==> src/rtl/lbr_pkg.sv <==
package lbr_pkg;
  localparam int CTRL_W  = 16;
  localparam int REC_BIT = 0;
  localparam int TRC_BIT = 6;
  localparam int FRZ_BIT = 11;

  typedef enum logic [1:0] {
    EV_BRANCH = 2'd0,
    EV_INTR   = 2'd1,
    EV_EXC    = 2'd2,
    EV_DBG    = 2'd3
  } ev_type_e;
endpackage

==> src/rtl/lbr_ctrl.sv <==
module lbr_ctrl
  import lbr_pkg::*;
(
  input  logic              clk_i,
  input  logic              rst_ni,
  input  logic              ev_valid_i,
  input  logic [1:0]        ev_type_i,
  input  logic              ctrl_we_i,
  input  logic [CTRL_W-1:0] ctrl_wdata_i,
  input  logic              pmi_i,
  output logic [CTRL_W-1:0] ctrl_o,
  output logic              frozen_o,
  output logic              capture_o
);
  logic [CTRL_W-1:0] ctrl_q, ctrl_d;
  logic              frozen_q, frozen_d;
  logic              is_dbg, freeze_hit, rec_on;

  always_comb begin
    is_dbg     = ev_valid_i && (ev_type_e'(ev_type_i) == EV_DBG);
    freeze_hit = pmi_i && ctrl_q[FRZ_BIT];
    rec_on     = ctrl_q[REC_BIT] || ctrl_q[TRC_BIT];
    // freeze takes effect in the requesting cycle
    capture_o  = ev_valid_i && !is_dbg && rec_on && !frozen_q && !freeze_hit;

    ctrl_d = ctrl_we_i ? ctrl_wdata_i : ctrl_q;
    if (is_dbg) ctrl_d[REC_BIT] = 1'b0;

    if (freeze_hit)     frozen_d = 1'b1;
    else if (ctrl_we_i) frozen_d = 1'b0;
    else                frozen_d = frozen_q;
  end

  always_ff @(posedge clk_i or negedge rst_ni) begin
    if (!rst_ni) begin
      ctrl_q   <= '0;
      frozen_q <= 1'b0;
    end else begin
      ctrl_q   <= ctrl_d;
      frozen_q <= frozen_d;
    end
  end

  assign ctrl_o   = ctrl_q;
  assign frozen_o = frozen_q;
endmodule

==> src/rtl/lbr_ptr.sv <==
module lbr_ptr #(
  parameter int DEPTH = 4,
  localparam int PTR_W = $clog2(DEPTH)
) (
  input  logic             clk_i,
  input  logic             rst_ni,
  input  logic             adv_i,
  output logic [PTR_W-1:0] tos_o,
  output logic [PTR_W-1:0] next_o
);
  localparam logic [PTR_W-1:0] LAST = PTR_W'(DEPTH - 1);

  logic [PTR_W-1:0] tos_q;

  generate
    if ((1 << PTR_W) == DEPTH) begin : g_pow2
      assign next_o = tos_q + PTR_W'(1);
    end else begin : g_wrap
      assign next_o = (tos_q == LAST) ? '0 : tos_q + PTR_W'(1);
    end
  endgenerate

  always_ff @(posedge clk_i or negedge rst_ni) begin
    if (!rst_ni)    tos_q <= '0;
    else if (adv_i) tos_q <= next_o;
  end

  assign tos_o = tos_q;
endmodule

==> src/rtl/lbr_store.sv <==
module lbr_store #(
  parameter int ADDR_W = 32,
  parameter int DEPTH  = 4,
  localparam int PTR_W = $clog2(DEPTH)
) (
  input  logic              clk_i,
  input  logic              rst_ni,
  input  logic              we_i,
  input  logic [PTR_W-1:0]  waddr_i,
  input  logic [ADDR_W-1:0] wsrc_i,
  input  logic [ADDR_W-1:0] wdst_i,
  input  logic              rd_en_i,
  input  logic [PTR_W-1:0]  rd_idx_i,
  output logic [ADDR_W-1:0] rd_src_o,
  output logic [ADDR_W-1:0] rd_dst_o
);
  logic [ADDR_W-1:0] src_q [DEPTH];
  logic [ADDR_W-1:0] dst_q [DEPTH];
  logic [DEPTH-1:0]  wsel;

  for (genvar g = 0; g < DEPTH; g++) begin : g_dec
    assign wsel[g] = we_i && (waddr_i == PTR_W'(g));
  end

  always_ff @(posedge clk_i or negedge rst_ni) begin
    if (!rst_ni) begin
      for (int i = 0; i < DEPTH; i++) begin
        src_q[i] <= '0;
        dst_q[i] <= '0;
      end
    end else begin
      for (int i = 0; i < DEPTH; i++) begin
        if (wsel[i]) begin
          src_q[i] <= wsrc_i;
          dst_q[i] <= wdst_i;
        end
      end
    end
  end

  // read samples pre-write contents
  always_ff @(posedge clk_i or negedge rst_ni) begin
    if (!rst_ni) begin
      rd_src_o <= '0;
      rd_dst_o <= '0;
    end else if (rd_en_i) begin
      rd_src_o <= src_q[rd_idx_i];
      rd_dst_o <= dst_q[rd_idx_i];
    end
  end
endmodule

==> src/rtl/lbr_stack.sv <==
module lbr_stack
  import lbr_pkg::*;
#(
  parameter int ADDR_W = 32,
  parameter int DEPTH  = 4,
  localparam int PTR_W = $clog2(DEPTH)
) (
  input  logic              clk_i,
  input  logic              rst_ni,
  input  logic              ev_valid_i,
  input  logic [1:0]        ev_type_i,
  input  logic [ADDR_W-1:0] ev_src_i,
  input  logic [ADDR_W-1:0] ev_dst_i,
  input  logic              ctrl_we_i,
  input  logic [CTRL_W-1:0] ctrl_wdata_i,
  input  logic              pmi_i,
  input  logic              rd_en_i,
  input  logic [PTR_W-1:0]  rd_idx_i,
  output logic [CTRL_W-1:0] ctrl_o,
  output logic [PTR_W-1:0]  tos_o,
  output logic              frozen_o,
  output logic [ADDR_W-1:0] rd_src_o,
  output logic [ADDR_W-1:0] rd_dst_o
);
  logic             capture;
  logic [PTR_W-1:0] wptr;

  lbr_ctrl u_ctrl (
    .clk_i       (clk_i),
    .rst_ni      (rst_ni),
    .ev_valid_i  (ev_valid_i),
    .ev_type_i   (ev_type_i),
    .ctrl_we_i   (ctrl_we_i),
    .ctrl_wdata_i(ctrl_wdata_i),
    .pmi_i       (pmi_i),
    .ctrl_o      (ctrl_o),
    .frozen_o    (frozen_o),
    .capture_o   (capture)
  );

  lbr_ptr #(.DEPTH(DEPTH)) u_ptr (
    .clk_i (clk_i),
    .rst_ni(rst_ni),
    .adv_i (capture),
    .tos_o (tos_o),
    .next_o(wptr)
  );

  lbr_store #(.ADDR_W(ADDR_W), .DEPTH(DEPTH)) u_store (
    .clk_i   (clk_i),
    .rst_ni  (rst_ni),
    .we_i    (capture),
    .waddr_i (wptr),
    .wsrc_i  (ev_src_i),
    .wdst_i  (ev_dst_i),
    .rd_en_i (rd_en_i),
    .rd_idx_i(rd_idx_i),
    .rd_src_o(rd_src_o),
    .rd_dst_o(rd_dst_o)
  );
endmodule

==> config.mk <==
export PLATFORM = sky130hd
export DESIGN_NAME = lbr_stack
export DESIGN_NICKNAME = d
export VERILOG_FILES = /design/src/rtl/lbr_pkg.sv /design/src/rtl/lbr_ctrl.sv /design/src/rtl/lbr_ptr.sv /design/src/rtl/lbr_store.sv /design/src/rtl/lbr_stack.sv
export SDC_FILE = /design/constraint.sdc
export NUM_CORES = 1
export LEC_CHECK = 0
export ABC_CLOCK_PERIOD_IN_PS = 1600
export BUFFER_PORTS_ARGS = -buffer_cell sky130_fd_sc_hd__buf_2
export CAP_MARGIN = 5
export CELL_PAD_IN_SITES_DETAIL_PLACEMENT = 0
export CELL_PAD_IN_SITES_GLOBAL_PLACEMENT = 1
export CORE_AREA = 10 10 191 175
export CTS_CLUSTER_DIAMETER = 30
export DETAILED_ROUTE_END_ITERATION = 10
export DIE_AREA = 0 0 201 185
export PLACE_DENSITY = 0.82
export SETUP_SLACK_MARGIN = 0.3
export SLEW_MARGIN = 20
export SYNTH_ARGS = -nofsm -noshare
export SYNTH_HDL_FRONTEND = slang
export SYNTH_SLANG_ARGS = --single-unit
==> constraint.sdc <==
create_clock -name clk_i -period 1.6 [get_ports clk_i]
set_input_delay 0.24 -clock clk_i [delete_from_list [all_inputs] [get_ports clk_i]]
set_output_delay 0.24 -clock clk_i [all_outputs]
set_load 0.05 [all_outputs]
==> results.json <==
{
  "status": "complete, but fails checks",
  "violations": "negative setup slack",
  "crit_arrival_ps": 2120,
  "die_area_mm2": 0.0372,
  "r2r_cells": 7,
  "clk_pin_slew_ps": 40,
  "antenna_found_initial": 1,
  "fmax_mhz": 594,
  "initial_core_util_pct": 49.2,
  "seqPwrFrac_pct": 35.2,
  "p_leak_nw": 9.62,
  "hold_ws_ps": 88.3,
  "final_common_cell": "dfrtp_1",
  "report.final.setup_viol": 208,
  "finalCritPeriodShare_pct": 105,
  "cts_buffer_depth": 3,
  "maxSlewViolCount": 0,
  "rr_startpoint": "u_ctrl.frozen_o$_DFFE_PN0P_",
  "clk_latency_ps": 560,
  "p_switching_mw": 12.7,
  "ant_nets": 0,
  "cp.required_ps": 2030,
  "r2r_setup_slack_ps": -80,
  "swShare_pct": 29.9,
  "clock_sinks": 339,
  "grt.overflow.total": 0,
  "cts_tree": "done",
  "synth.yosys.warnings": 0,
  "layout_common_cells": "dfrtp_1 (333), mux2_2 (271), buf_2 (106)",
  "port_buffers": 172,
  "coreArea_mm2": 0.0295,
  "vias": 8490,
  "worst_slew_pin_slew_ps": 403,
  "drc": 0,
  "dp_hpwl_mm": 19.6,
  "fin_worst_skew_ps": 16.2,
  "cp-end-kind": "flip-flop",
  "critPathKind": "flip-flop to flip-flop",
  "setup_tns_ps": -8040,
  "clkPwrFrac_pct": 34.5,
  "holdPathStages": 3,
  "irDropWorstVdd_uv": 1500,
  "clockRootBuffer": "clkbuf_16",
  "syn_to_final_growth_pct": 41.7,
  "cp_max_fo": 8,
  "syn_area_mm2": 0.0145,
  "nNetsFinal": 1264,
  "worstSetupStartpoint": "u_ctrl.frozen_o$_DFFE_PN0P_",
  "routedWlPerCell_um": 21.3,
  "grt.total_usage_pct": 18.8,
  "ys_seq_area_share_pct": 58.4,
  "grt_setup_unrepaired": "true",
  "cp-endpoint": "u_store.src_q[124]$_DFFE_PN0P_",
  "ys_seq_elements": 339,
  "syn_avg_cell_area_um2": 18.0,
  "worstSetupStartpointType": "flip-flop",
  "r2r_end": "u_store.src_q[124]$_DFFE_PN0P_",
  "min_period_ps": 1680,
  "power.internal_mw": 29.8,
  "h-tree-depth": 3,
  "rows": 60,
  "cap_viol_max_count": 0,
  "p_comb_share_pct": 30.2,
  "routabilityCongestion": 0.697,
  "drive_above_1_share_pct": 65.0,
  "syn-instance-count": 806,
  "p_per_area_mw_per_mm2": 2070,
  "viasPerCell": 5.22,
  "io_pins": 173,
  "routed_wl_mm": 34.6,
  "grt_first_pass_wirelength_mm": 55.4,
  "slew-limit-headroom_pct": 73.1,
  "drtIter0Drc": 372,
  "cts_inserted_buffers": 71,
  "synth_nets": 900,
  "nFillCells": 1906,
  "grt_max_degree": 57,
  "ys_types": 20,
  "die_h_um": 185,
  "hp-class": "input port to flip-flop",
  "die_w_um": 201,
  "dr.pass1.iters": 4,
  "hold_viol": 0,
  "fin_ws_ps": -84.9,
  "grt_pass1_vias": 9778
}
==> routing by layer <==
metal | vias up | part of all wire, % | track usage, %
li1 | 3753 | - | -
met1 | 4516 | 44 | 23.5
met2 | 169 | 51 | 31.7
met3 | 52 | 4.0 | 4.31
met4 | 0 | 1.6 | 6.11
met5 | - | 0 | 0
==> registers in the layout, indices dropped and copies added (netlist names) <==
register and count:
u_ctrl.frozen_o 1, u_ctrl.ctrl_o 16, u_ptr.tos_o 2, u_store.src_q 128
u_store.rd_dst_o 32, u_store.dst_q 128, u_store.rd_src_o 32
==> worst max-delay path: stages, from the launching register on <==
cell     delay, ps
dfrtp_2        400
nor2b_2        140
buf_6          130
buf_12         100
nand4_4        120
buf_12         200
buf_12         160
mux2_4         300
==> worst min-delay path by stage <==
stage	startpoint	end	slack, ps
2_1_floorplan	rst_ni	u_ctrl.ctrl_o[0]$_DFFE_PN0P_	-60
3_3_place_gp	rst_ni	u_store.rd_dst_o[25]$_DFFE_PN0P_	170
3_5_place_dp	rst_ni	u_store.rd_dst_o[25]$_DFFE_PN0P_	170
4_1_cts	pmi_i	u_ctrl.frozen_o$_DFFE_PN0P_	60
5_1_grt	pmi_i	u_ctrl.frozen_o$_DFFE_PN0P_	90
6_report	pmi_i	u_ctrl.frozen_o$_DFFE_PN0P_	90
==> cell usage after synthesis (all sizes together) <==
cell     count  area share (%)
a31oi        1           0.043
o21ai        1           0.034
dfrtp      339              58
mux2i        1           0.069
mux4        64             9.9
inv          3           0.078
nand3        1           0.034
clkbuf      14            0.36
buf         34             2.2
a2bb2oi      1            0.18
nor2b        1           0.043
ha           4            0.34
mux2       336              28
nand2        1           0.026
xnor2        1           0.060
nand4        4            0.59
==> layout make-up <==
cell class,count,area (um2),area share (%)
sequential,339,8490,41.3
inverter,3,11.3,0.0547
clock inverter,37,474,2.30
clock buffer,87,1970,9.56
tap,403,504,2.45
timing repair buffer,339,3440,16.7
antenna,1,2.50,0.0122
multi-input combinational,416,5690,27.6
==> logic make-up (layout without fill, tap and decap cells) <==
logic type               Yosys count  in the layout  share of synthesized area (%)
AO/OA/AOI/OAI                      3              3                          0.258
multiplexers                     401            401                           37.6
adder cells (fa/ha/maj)            4              4                          0.345
flip-flops                       339            339                           58.4
AND/OR/NAND/NOR                    7              7                          0.689
other                              0              1                              0
buffers and inverters             51            466                           2.64
XOR/XNOR                           1              1                         0.0603
==> repair_timing <==
action | CTS | global route
pin swaps | 2 | 1
hold endpoints to repair | 534 | 0
buffers inserted | 7 | 15
setup endpoints to repair | 339 | 342
gates cloned | 8 | 3
gates resized for setup | 48 | 170
hold buffers | 84 | 0
==> metrics by stage <==
stage / total power, mW / instances / cell area (um2) / worst slack [ps] / utilization, %
2_1_floorplan: 23.2 / 806 / 14700 / -98.0 / -
4_1_cts: 41.7 / 1606 / 20000 / -51.3 / 67.9
6_report: 42.5 / 1625 / 20600 / -84.9 / 69.7
3_3_place_gp: 25.7 / 1383 / 16300 / -32.8 / 55.2
3_5_place_dp: 26.2 / 1383 / 16300 / -56.0 / 55.2
5_1_grt: 44.5 / 1625 / 20600 / -135 / 69.7
==> power groups by stage <==
| stage | Sequential, mW | Clock [mW] | Combinational [mW] |
|---|---|---|---|
| finish | 15.0 | 14.7 | 12.9 |
| floorplan | 17.0 | 0 | 6.18 |
| CTS | 14.8 | 14.9 | 12.0 |
| global route | 15.4 | 15.4 | 13.6 |
| global placement | 14.6 | 0 | 11.1 |
| detailed placement | 14.7 | 0 | 11.4 |
(Power assumes the default switching activity.)
